`config.mk`:
```
export PLATFORM = sky130hd
export DESIGN_NAME = pmp_cfg_store
export DESIGN_NICKNAME = d
export VERILOG_FILES = /design/src/rtl/pmp_chk_pkg.sv /design/src/rtl/pmp_cfg_store.sv
export SDC_FILE = /design/constraint.sdc
export NUM_CORES = 1
export LEC_CHECK = 0
export BUFFER_PORTS_ARGS = -buffer_cell sky130_fd_sc_hd__buf_2
export CAP_MARGIN = 10
export CORE_ASPECT_RATIO = 0.9
export CORE_MARGIN = 2
export CORE_UTILIZATION = 52
export CTS_BUF_LIST = sky130_fd_sc_hd__clkbuf_8
export DETAILED_ROUTE_END_ITERATION = 6
export PLACE_DENSITY = 0.82
export REMOVE_ABC_BUFFERS = 1
export SETUP_SLACK_MARGIN = 0.4
export SLEW_MARGIN = 20
export SYNTH_ARGS = -nofsm -noshare
export SYNTH_HDL_FRONTEND = slang
export SYNTH_SLANG_ARGS = --single-unit
export TNS_END_PERCENT = 10
```
`constraint.sdc`:
```
create_clock -name clk -period 1.8 [get_ports clk]
set_input_delay 0 -clock clk [delete_from_list [all_inputs] [get_ports clk]]
set_output_delay 0 -clock clk [all_outputs]
set_load 0.01 [all_outputs]
```
`src/rtl/pmp_chk_pkg.sv`:
```
// Shared types for the protection checker: configuration byte layout,
// matching-mode encoding and permission triple.
package pmp_chk_pkg;
    typedef enum logic [1:0] {
        MODE_OFF   = 2'd0,
        MODE_TOR   = 2'd1,
        MODE_NA4   = 2'd2,
        MODE_NAPOT = 2'd3
    } match_mode_e;

    // Byte layout, MSB first: lock, two zero bits, mode, x, w, r
    typedef struct packed {
        logic        lock;
        logic [1:0]  zero;
        match_mode_e mode;
        logic        x;
        logic        w;
        logic        r;
    } region_cfg_t;

    typedef struct packed {
        logic r;
        logic w;
        logic x;
    } perm_t;

    localparam logic [7:0] CFG_KEEP  = 8'h9F;
    localparam int         PER_WORD  = 4;
endpackage

```
`src/rtl/pmp_cfg_store.sv`:
```
// Region register file. Holds one configuration byte and one address
// register per region and applies register-port writes subject to the lock
// rules. Assumes NREG is a multiple of PER_WORD and AW is at least 32.
module pmp_cfg_store
    import pmp_chk_pkg::*;
#(
    parameter  int NREG  = 8,
    parameter  int AW    = 32,
    localparam int IDX_W = $clog2(NREG)
) (
    input  logic             clk,
    input  logic             rst_n,
    input  logic             wr_en,
    input  logic             wr_cfg,
    input  logic [IDX_W-1:0] wr_idx,
    input  logic [AW-1:0]    wr_data,
    output region_cfg_t      cfg_o  [NREG],
    output logic [AW-1:0]    addr_o [NREG]
);
    for (genvar k = 0; k < NREG; k++) begin : g_reg
        localparam int WORD = k / PER_WORD;
        localparam int LANE = k % PER_WORD;

        region_cfg_t   cfg_r;
        logic [AW-1:0] addr_r;
        logic          cfg_sel;
        logic          addr_sel;
        logic          guard_next;

        assign cfg_sel  = wr_en && wr_cfg  && (int'(wr_idx) == WORD);
        assign addr_sel = wr_en && !wr_cfg && (int'(wr_idx) == k);

        if (k < NREG - 1) begin : g_nxt
            // A locked top-of-range neighbour freezes this lower bound
            assign guard_next = cfg_o[k+1].lock && (cfg_o[k+1].mode == MODE_TOR);
        end else begin : g_last
            assign guard_next = 1'b0;
        end

        // Register update: lock blocks both fields, neighbour guard blocks address
        always_ff @(posedge clk) begin
            if (!rst_n) begin
                cfg_r  <= '0;
                addr_r <= '0;
            end else begin
                if (cfg_sel && !cfg_r.lock)
                    cfg_r <= region_cfg_t'(wr_data[8*LANE +: 8] & CFG_KEEP);
                if (addr_sel && !cfg_r.lock && !guard_next)
                    addr_r <= wr_data;
            end
        end

        assign cfg_o[k]  = cfg_r;
        assign addr_o[k] = addr_r;


        lock_hold_chk: assert property (@(posedge clk) disable iff (!rst_n)
            cfg_r.lock |=> ($stable(cfg_r) && $stable(addr_r)))
            else $error("locked region %0d changed", k);


        tor_guard_chk: assert property (@(posedge clk) disable iff (!rst_n)
            guard_next |=> $stable(addr_r))
            else $error("guarded address %0d changed", k);
    end
endmodule

```
Yosys cells after proc, flatten, opt, wreduce, memory -nomap -nowiden
Cells that the tools add are included.

storage, ports and cells
  word-level logic and storage cells = 121
  input port bits = 39
  output and inout bits = 320
  register bits = 304

cells by class
  equal/unequal tests = 14
  reduce and logical (&&, ||, !) cells = 59

operators with widths
  kind                                                              number
  1-bit logical AND                                                 42
  1-bit logical NOT                                                 16
  2-bit by 1-bit == test with 1-bit output (second input constant)  7
  3-bit == test (second input constant)                             4
  3-bit by 2-bit == test with 1-bit output (second input constant)  2
  3-bit by 1-bit == test with 1-bit output (second input constant)  1
  3-bit logical NOT                                                 1

Longest topological paths before layout
Gate-level depths: netlist (run 1).

  depth after elaboration = 5
  depth in mapped cells = 5
  depth with buffers taken out = 3

Worst setup path after synthesis (run 1)
No wires, ideal clock.

  path type = register to register
  from = reg g_reg[6].cfg_r, in the netlist cfg_o[12]
  to = reg g_reg[5].addr_r[10]
  required time = 1.672 ns
  arrival time = 1.345 ns
  path slack = 0.326 ns
  buffers on the path = 2
  setup time = 0.128 ns
  stages on the path, launching flop included = 6
  clock period less this slack = 1.474 ns
  cell sequence = dfxtp_1 > and3b_1 > or4_1 > buf_2 > buf_6 > mux2i_1

between the ends
  longest elaborated chain between the ends = 4

ends and longest elaborated chain
  element                                   line                 source
  start: declaration                        pmp_cfg_store.sv:24  region_cfg_t cfg_r;
  start signal: assignment                  pmp_cfg_store.sv:47  cfg_r <= region_cfg_t'(wr_data[8*LANE +: 8] & CFG_KEEP);
  2-bit by 1-bit == test with 1-bit output  pmp_cfg_store.sv:35  assign guard_next = cfg_o[k+1].lock && (cfg_o[k+1].mode == MODE_TOR);
  1-bit logical AND                         pmp_cfg_store.sv:35
  1-bit logical NOT                         pmp_cfg_store.sv:48  if (addr_sel && !cfg_r.lock && !guard_next)
  1-bit logical AND                         pmp_cfg_store.sv:48
  end signal: assignment                    pmp_cfg_store.sv:49  addr_r <= wr_data;
  end: declaration                          pmp_cfg_store.sv:25  logic [AW-1:0] addr_r;

No other way between the ends.
A chain may end at the register's enable or synchronous reset.

Worst setup path in the final report (run 1)
  from = reg g_reg[6].cfg_r, in the netlist cfg_o[12]
  to = reg g_reg[5].addr_r[21]

The elaborated chain is that of the path after synthesis.

==> impl_metrics.toml, run 1 <==
[outcome]
status = "finished clean"

[clock_tree]
cts_buffers = 47
path_clk_slew_ns = 0.06
cts_sinks = 304
clk_latency_ns = 0.54
clk_path_buf_depth = 3
cts_setup_buffers = 0
root_buffer = "clkbuf_8"
cts_tree = "built"
cts_max_level = 2

[synthesis]
netlist_instances = 1064
ys_seq_elements = 304
ys.flop_type = "dfxtp_1"
synth_area_um2 = 11100
synth.distinct_cells = 27
yosysTopAreaCell = "dfxtp_1"
avgSynthCellArea_um2 = 10.4
synth_area_leaders = "dfxtp_1 55%, mux2i_1 27%, nand2_1 11%, buf_4 1.4%, clkbuf_1 1.4%"
yosys.area.top_type_share_pct = 54.8
yosys_warnings = 0
synth-edff-count = 0
async_reset_ff_share_pct = 0
ys_seq_area_share_pct = 54.8

[detailed_routing]
drtIter0Drc = 497
via_per_inst = 5.13
route.detailed.drc = 0
totalWireLength_um = 32600
detail-route-antenna-nets = 0
firstDrtPassIters = 5
wire_per_inst_um = 18.3
vias = 9160

[power]
p_total_mw = 13.2
switchingPower_mw = 3.17
sequentialPowerShare_pct = 52.0
swShare_pct = 24.0
peakVddDrop_v = 0.000639
p_per_area_nw_per_um2 = 906
cellLeakagePower_nw = 8.01
intPower_mw = 10.0
p_comb_share_pct = 6.0
clockPowerShare_pct = 42.0

[critical_path]
worst_ep_arrival_time_ns = 1.84
regToRegStartpoint = "cfg_o[12]"
cp.required_ns = 2.20
worstSetupPathType = "register to register"
worst_path_max_delay_cell = "or4_4"
r2r_cells = 4
max_stage_delay_ns = 0.46
cp-startpoint = "cfg_o[12]"
cp_max_fo = 14
ff2ff_setup_slack_ns = 0.36
timing.rr.end = "g_reg[5].addr_r[21]"
cp_cell_sequence = "and3b_1 > or4_4 > buf_12 > mux2i_1"
end_kind = "register"
start_kind = "register"

[placed_design]
place_hpwl_um = 21100
gp_congestion = 0.788
pre_cts_ws_ns = 0.146
dpl-instance-area_um2 = 13200
io_buffers = 342
placed_cells = 1666

[finish]
final_common_cell = "buf_2"
drive_gt1_share_pct = 31.4
final_cells = 1785
layout.nets = 1501
area_growth_pct = 31.1
layout_common_cells = "341 x buf_2, 329 x nand2_1, 302 x dfxtp_1"
stdcell_area_um2 = 14600

[sta]
fin_crit_sh_pct = 80.2
slew_headroom_pct = 58.7
finClkSkew_ns = 0.0161
setup_viol = 0
slew_violations = 0
fmax_mhz = 692
hold_slack_ns = 0.0209
rsz0062_at_grt = "true"
hold_viol = 0
fin_ws_ns = 0.356
worst_pin_slew_ns = 0.616
min_period_ns = 1.44

[die]
die_x_um = 158
coreArea_um2 = 20900
start_util_pct = 53.1
die_h_um = 143
rows = 50
ios = 359
dieArea_um2 = 22500

[global_route]
grt_usage_pct = 27.0
antenna_found_initial = 0
grt_pass1_wl_um = 47800
grt.overflow.total = 0
first_global_vias = 8858
grt_max_degree = 53

[job]
maxCapViolations = 0

[min_path]
hp-class = "input port to register"
min_path_cells = 3
min_to = "g_reg[0].addr_r[4]"
holdCritStartpoint = "wr_data[4]"
==> what timing repair did <==
item	CTS	global route
cloned	0	3
pin swaps	0	1
hold buffers	30	0
resized for setup	6	10
hold endpoints to repair	239	0
endpoints found under the setup margin	68	165
==> power by group through the flow <==
| stage | combinational, mW | clock [mW] | sequential (mW) |
|---|---|---|---|
| 2_1_floorplan | 0.276 | 0 | 7.05 |
| 3_3_place_gp | 0.705 | 0 | 7.01 |
| 3_5_place_dp | 0.718 | 0 | 7.01 |
| 4_1_cts | 0.774 | 5.61 | 6.86 |
| 5_1_grt | 0.845 | 5.92 | 6.87 |
| 6_report | 0.790 | 5.53 | 6.86 |
==> per-layer routing <==
layer,vias to the layer above,GRT usage (%),wire length [um]
met1,4387,32.4,13400
met3,67,8.10,2750
li1,4320,-,-
met2,386,45.4,15500
met4,0,10.7,964
met5,-,0,0
==> logic make-up after synthesis <==
logic type	count (synthesis)	synth area share, %
simple gates	368	13.9
flops	304	54.8
mux	296	26.7
buf+inv	85	3.99
compound gates	10	0.608
other cells	1	0.0338
==> cell usage after synthesis, types with 2 or more instances <==
library cell / count
buf_4: 20
and3b_1: 2
dfxtp_1: 304
buf_6: 3
nand4b_1: 3
nand2_1: 330
nand3b_1: 5
mux2i_1: 296
clkbuf_1: 40
nor3_2: 4
nor2b_1: 9
a31oi_1: 7
buf_2: 21
nand4_1: 2
nor2_1: 3
nor4_2: 4
==> cell type report <==
type	instances	area, um2
inverter	1	3.75
clock inverter	27	114
antenna	1	2.50
timing repair buffer	418	2530
tap	286	358
multi-input combinational	690	4660
sequential	304	6090
fill	1587	6340
clock buffer	58	798
==> registers in the layout, summed over array words and instances, names as in the netlist <==
register  cells
g.addr_r    256
cfg_o        48
==> how the worst max path moves through the flow <==
stage,to,slack [ns],depth (start not counted)
after floorplan,g_reg[7].addr_r[0],-2.44,2
after global placement,g_reg[5].addr_r[1],0.18,4
after detailed placement,g_reg[5].addr_r[1],0.15,4
after CTS,g_reg[6].addr_r[5],0.35,4
after global routing,g_reg[4].addr_r[26],0.29,5
final,g_reg[5].addr_r[21],0.36,4
==> metrics by stage <==
step / util (%) / TNS, ns
global placement: 63.3 / 0
detailed placement: 63.3 / 0
global route: 69.7 / 0
CTS: 69.3 / 0
floorplan: - / -241.45
finish: 69.7 / 0
==> worst max-delay path: cells and delay by family (launching register included) <==
| family | cells | cell delay, ns |
|---|---|---|
| buffers and inverters | 1 | 0.18 |
| flip-flops | 1 | 0.33 |
| multiplexers | 1 | 0.14 |
| AND/OR/NAND/NOR | 2 | 0.64 |
(Power assumes the default switching activity.)
==> inputs of run 2 (changes only) <==
- CORE_UTILIZATION: 52 -> 47
- PLACE_DENSITY: 0.82 -> 0.78
- clock period: 1.8 -> 1.2 ns (I/O delays scaled with it)
==> run 2 against run 1 <==
  * The run now ends with hold timing, setup timing left
  * Flip-flop and latch count unchanged
  * Final cell count up 4.3%
  * Largest cell class unchanged
  * Hold slack worse by 0.058 ns
  * Global-route usage up 0.71 points
  * Power up 58%
  * Sequential share of layout area down 4.1 points
  * Core utilization up 0.93 points
  * Die area up 10%
==> impl_metrics.toml, run 2 (synthesis results as in run 1) <==
[outcome]
status = "finished, violations left"
violations = "hold timing, setup timing"

[sta]
slew_headroom_pct = 62.1
worst_pin_slew_ns = 0.567
min_period_ns = 1.49
slew_violations = 0
fmax_mhz = 673
fin_crit_sh_pct = 124
hold_viol = 28
rsz0062_at_grt = "true"
hold_slack_ns = -0.0375
finClkSkew_ns = 0.0253
fin_ws_ns = -0.286
setup_viol = 230

[job]
maxCapViolations = 0

[global_route]
grt.overflow.total = 0
grt_pass1_wl_um = 54100
grt_usage_pct = 27.7
grt_max_degree = 41
first_global_vias = 9703
antenna_found_initial = 0

[placed_design]
place_hpwl_um = 22300
dpl-instance-area_um2 = 13700
gp_congestion = 0.826
placed_cells = 1727
pre_cts_ws_ns = -0.396
io_buffers = 342

[clock_tree]
cts_max_level = 2
cts_tree = "built"
root_buffer = "clkbuf_8"
cts_buffers = 48
clk_path_buf_depth = 3
clk_latency_ns = 0.54
cts_sinks = 304
path_clk_slew_ns = 0.06

[critical_path]
worst_path_max_delay_cell = "or4_4"
ff2ff_setup_slack_ns = -0.29
end_kind = "register"
cp_max_fo = 16
crit_end = "g_reg[5].addr_r[0]"
cp.required_ns = 1.61
cp_cell_sequence = "and3b_1 > or4_4 > buf_16 > mux2i_2"
worstSetupPathType = "register to register"
worst_ep_arrival_time_ns = 1.89
timing.rr.end = "g_reg[5].addr_r[0]"
crit_cells = 4
cp-startpoint = "cfg_o[11]"
cp_num_buf_inv = 1
crit_family = "simple AND/OR/NAND/NOR gates"
regToRegStartpoint = "cfg_o[11]"
r2r_cells = 4
max_stage_delay_ns = 0.48
start_kind = "register"

[finish]
final_cells = 1861
layout.nets = 1567
layout_common_cells = "328 x nand2_1, 293 x mux2i_1, 220 x dfxtp_1"
diodes = 0
final_common_cell = "nand2_1"
fill_cells = 1667
stdcell_area_um2 = 16400
register_area_um2 = 6200
multiInputGateArea_um2 = 4750
top_register = "g.addr_r"
area_growth_pct = 48.0
largest_reg_flops = 256
drive_gt1_share_pct = 39.6

[detailed_routing]
wire_per_inst_um = 20.0
drtIter0Drc = 538
vias = 9572
detail-route-antenna-nets = 0
route.detailed.drc = 0
totalWireLength_um = 37200
firstDrtPassIters = 5
via_per_inst = 5.14

[power]
p_per_area_nw_per_um2 = 1270
p_comb_share_pct = 7.0
switchingPower_mw = 4.88
peakVddDrop_v = 0.000990
cellLeakagePower_nw = 8.56
clockPowerShare_pct = 43.4
sequentialPowerShare_pct = 49.6
intPower_mw = 15.9
p_total_mw = 20.8
swShare_pct = 23.5

[die]
start_util_pct = 47.7
die_h_um = 150
dieArea_um2 = 24900
coreArea_um2 = 23300
ios = 359
die_x_um = 166
rows = 53

[min_path]
hp-class = "input port to register"
run 2: changes by cell type in the layout (fill, tap and decap cells not counted), moves of 5 or more:
cell	previous run	this run
buf_6	3	146
dfxtp_2	1	82
buf_12	8	19
dfxtp_1	302	220
buf_4	31	59
buf_16	0	5
buf_2	341	212
dlygate4sd3_1	30	38
run 2: worst min-delay path: stages:
cell     delay, ns
buf_8         0.14
buf_12        0.17
nand2_1       0.07
mux2i_1       0.05
run 2: per-stage QoR:
step                      TNS [ns]  hold slack, ns  util (%)
after detailed placement    -63.84           0.336      58.9
after CTS                   -24.49          -0.238      68.7
final                       -31.36         -0.0375      70.6
after global routing        -45.17         -0.0293      70.6
after floorplan            -395.96           0.128         -
after global placement      -56.95           0.314      58.9
run 2: worst min-delay path by stage:
stage                     start             endpoint  slack (ns)  cells past startpoint
CTS                       rst_n            cfg_o[40]       -0.24                      3
global route              rst_n  g_reg[7].addr_r[16]       -0.03                      4
floorplan                 rst_n            cfg_o[23]        0.13                      1
detailed placement  wr_data[23]            cfg_o[47]        0.34                      3
finish                    rst_n  g_reg[7].addr_r[16]       -0.04                      4
global placement    wr_data[23]            cfg_o[47]        0.31                      3
run 2: repair_timing:
action | in CTS | in global routing
endpoints found under the setup margin | 601 | 606
resized for setup | 230 | 54
gates cloned | 5 | 3
hold buffers | 30 | 8
setup buffers | 5 | 2
endpoints found under the hold margin | 244 | 33
pin swaps | 8 | 5
run 2: routing by layer:
metal	share of wire [%]	global-route usage, %	vias to the layer above
met5	0	0	-
met4	3.1	11.3	0
met3	7.4	7.48	73
met2	48	47.2	386
met1	41	33.4	4658
li1	-	-	4455
run 2: layout make-up:
class / count / share of cell area, %
flip-flops and latches: 304 / 37.7
multi-input cells: 690 / 28.9
clock inverters: 22 / 1.03
well taps: 302 / 2.30
inverters: 1 / 0.0228
repair buffers: 483 / 25.1
clock buffers: 59 / 4.94
run 2: power by group through the flow:
stage / clock network (mW) / registers (mW) / logic [mW]
final: 9.02 / 10.3 / 1.46
after global routing: 9.65 / 10.3 / 1.54
after detailed placement: 0 / 10.5 / 1.18
after CTS: 9.14 / 10.3 / 1.36
after global placement: 0 / 10.5 / 1.16
after floorplan: 0 / 10.6 / 0.413
==> inputs of run 3 (changes only) <==
- CELL_PAD_IN_SITES_DETAIL_PLACEMENT: unset -> 1
- CELL_PAD_IN_SITES_GLOBAL_PLACEMENT: unset -> 2
- CORE_UTILIZATION: 47 -> 29
- PLACE_DENSITY: 0.78 -> unset
- PLACE_DENSITY_LB_ADDON: unset -> 0.1
==> run 3 against run 2 <==
  * Die area up 60%
  * Clock power up 2%
  * Sequential power about the same
  * Sequential share of layout area down 0.93 points
  * The run still ends with hold timing, setup timing left
==> impl_metrics.toml, run 3 (synthesis results as in run 1) <==
[critical_path]
timing.rr.end = "g_reg[5].addr_r[9]"
worstSetupPathType = "register to register"
ff2ff_setup_slack_ns = -0.22
cp_num_buf_inv = 1
worst_path_max_delay_cell = "or4_4"
cp_cell_sequence = "and3b_1 > or4_4 > buf_12 > mux2i_1"
worst_ep_arrival_time_ns = 1.90
end_kind = "register"
max_stage_delay_ns = 0.46
crit_cells = 4
regToRegStartpoint = "cfg_o[12]"
crit_family = "simple AND/OR/NAND/NOR gates"
start_kind = "register"
r2r_cells = 4
cp_max_fo = 18
cp.required_ns = 1.68

[global_route]
antenna_found_initial = 1
first_global_vias = 9836
grt_max_degree = 32
grt_usage_pct = 20.5
grt.overflow.total = 0
grt_pass1_wl_um = 62100

[sta]
hold_slack_ns = -0.227
slew_violations = 0
setup_viol = 255
slew_headroom_pct = 63.7
hold_viol = 82
fin_ws_ns = -0.225
finClkSkew_ns = 0.00899
rsz0062_at_grt = "true"
min_period_ns = 1.42
setup_tns_ns = -21.33
worst_pin_slew_ns = 0.543
fin_crit_sh_pct = 119
fmax_mhz = 702

[placed_design]
place_hpwl_um = 28000
dpl-instance-area_um2 = 14100
gp_congestion = 0.769
io_buffers = 342
pre_cts_ws_ns = -0.429

[detailed_routing]
wire_per_inst_um = 19.8
firstDrtPassIters = 4
vias = 9320
totalWireLength_um = 41100
via_per_inst = 4.50
detail-route-antenna-nets = 0
route.detailed.drc = 0
drtIter0Drc = 286

[min_path]
hp-class = "input port to register"
holdCritStartpoint = "rst_n"
min_path_cells = 3
min_to = "g_reg[4].addr_r[4]"

[clock_tree]
cts_buffers = 53
clk_path_buf_depth = 3
clk_latency_ns = 0.61
cts_sinks = 304
cts_tree = "built"
path_clk_slew_ns = 0.06
root_buffer = "clkbuf_8"
ctsHoldBuffers = 41
cts_max_level = 2

[finish]
area_growth_pct = 50.8
finalCoreUtilization_pct = 44.7
layout_common_cells = "328 x nand2_1, 296 x mux2i_1, 255 x dfxtp_1"
largest_reg_flops = 256
layout.nets = 1588
stdcell_area_um2 = 16700
top_register = "g.addr_r"
final_common_cell = "nand2_1"
drive_gt1_share_pct = 37.4

[die]
ios = 359
die_h_um = 190
die_x_um = 210
rows = 67
coreArea_um2 = 37500
start_util_pct = 29.6
dieArea_um2 = 39900

[outcome]
violations = "hold timing, setup timing"
status = "finished, violations left"

[job]
maxCapViolations = 0

[power]
p_total_mw = 21.0
p_per_area_nw_per_um2 = 1250
peakVddDrop_v = 0.000773
cellLeakagePower_nw = 8.65
[run 3: cell count changes in the layout (fill, tap and decap cells not counted), sizes merged]
cell,previous run,this run
buf,443,457
inv,16,25
clkbuf,61,67
bufinv,3,0
dlygate4sd3,38,41
diode,0,1
[run 3: how the worst max path moves through the flow]
stage              start                   to  slack [ns]
4_1_cts        cfg_o[12]   g_reg[5].addr_r[9]       -0.23
6_report       cfg_o[12]   g_reg[5].addr_r[9]       -0.22
5_1_grt        cfg_o[12]   g_reg[5].addr_r[9]       -0.26
2_1_floorplan   cfg_o[7]   g_reg[7].addr_r[0]       -3.04
3_3_place_gp   cfg_o[12]   g_reg[5].addr_r[9]       -0.40
3_5_place_dp   cfg_o[12]  g_reg[5].addr_r[17]       -0.43
[run 3: area by class of cell]
class / instances / area, um2
antenna: 1 / 2.50
clock buffer: 66 / 908
clock inverter: 28 / 113
fill: 4185 / 20700
inverter: 1 / 3.75
multi-input combinational: 690 / 4700
sequential: 304 / 6160
tap: 483 / 604
timing repair buffer: 499 / 4260
[run 3: power breakdown]
| part | internal (mW) | switching, mW | leakage [nW] |
|---|---|---|---|
| clock network | 4.90 | 4.29 | 0.614 |
| registers | 10.2 | 0.0816 | 2.48 |
| logic | 0.658 | 0.829 | 5.56 |
| total | 15.8 | 5.20 | 8.65 |
[run 3: metrics by stage]
stage | hold slack (ns) | cells
finish | -0.227 | 2072
global route | -0.259 | 2072
CTS | -0.290 | 2070
detailed placement | 0.322 | 1927
global placement | 0.303 | 1927
floorplan | 0.128 | 995
[run 3: what timing repair did]
action	CTS	global route
endpoints found under the setup margin	601	605
hold endpoints to repair	304	85
buffers inserted	5	1
resized for setup	234	56
pin swaps	10	3
cloned	3	0
[run 3: per-layer routing]
layer | wire [um] | global-route usage [%] | vias up
met2 | 19000 | 33.1 | 255
li1 | - | - | 4505
met4 | 1080 | 6.98 | 0
met1 | 18000 | 25.9 | 4493
met3 | 3140 | 6.34 | 67
met5 | 0 | 0 | -
[run 3: worst reg2reg max path, stage by stage, from the launching register on]
cell     delay (ns)
dfxtp_2        0.32
and3b_1        0.17
or4_4          0.46
buf_12         0.19
mux2i_1        0.15
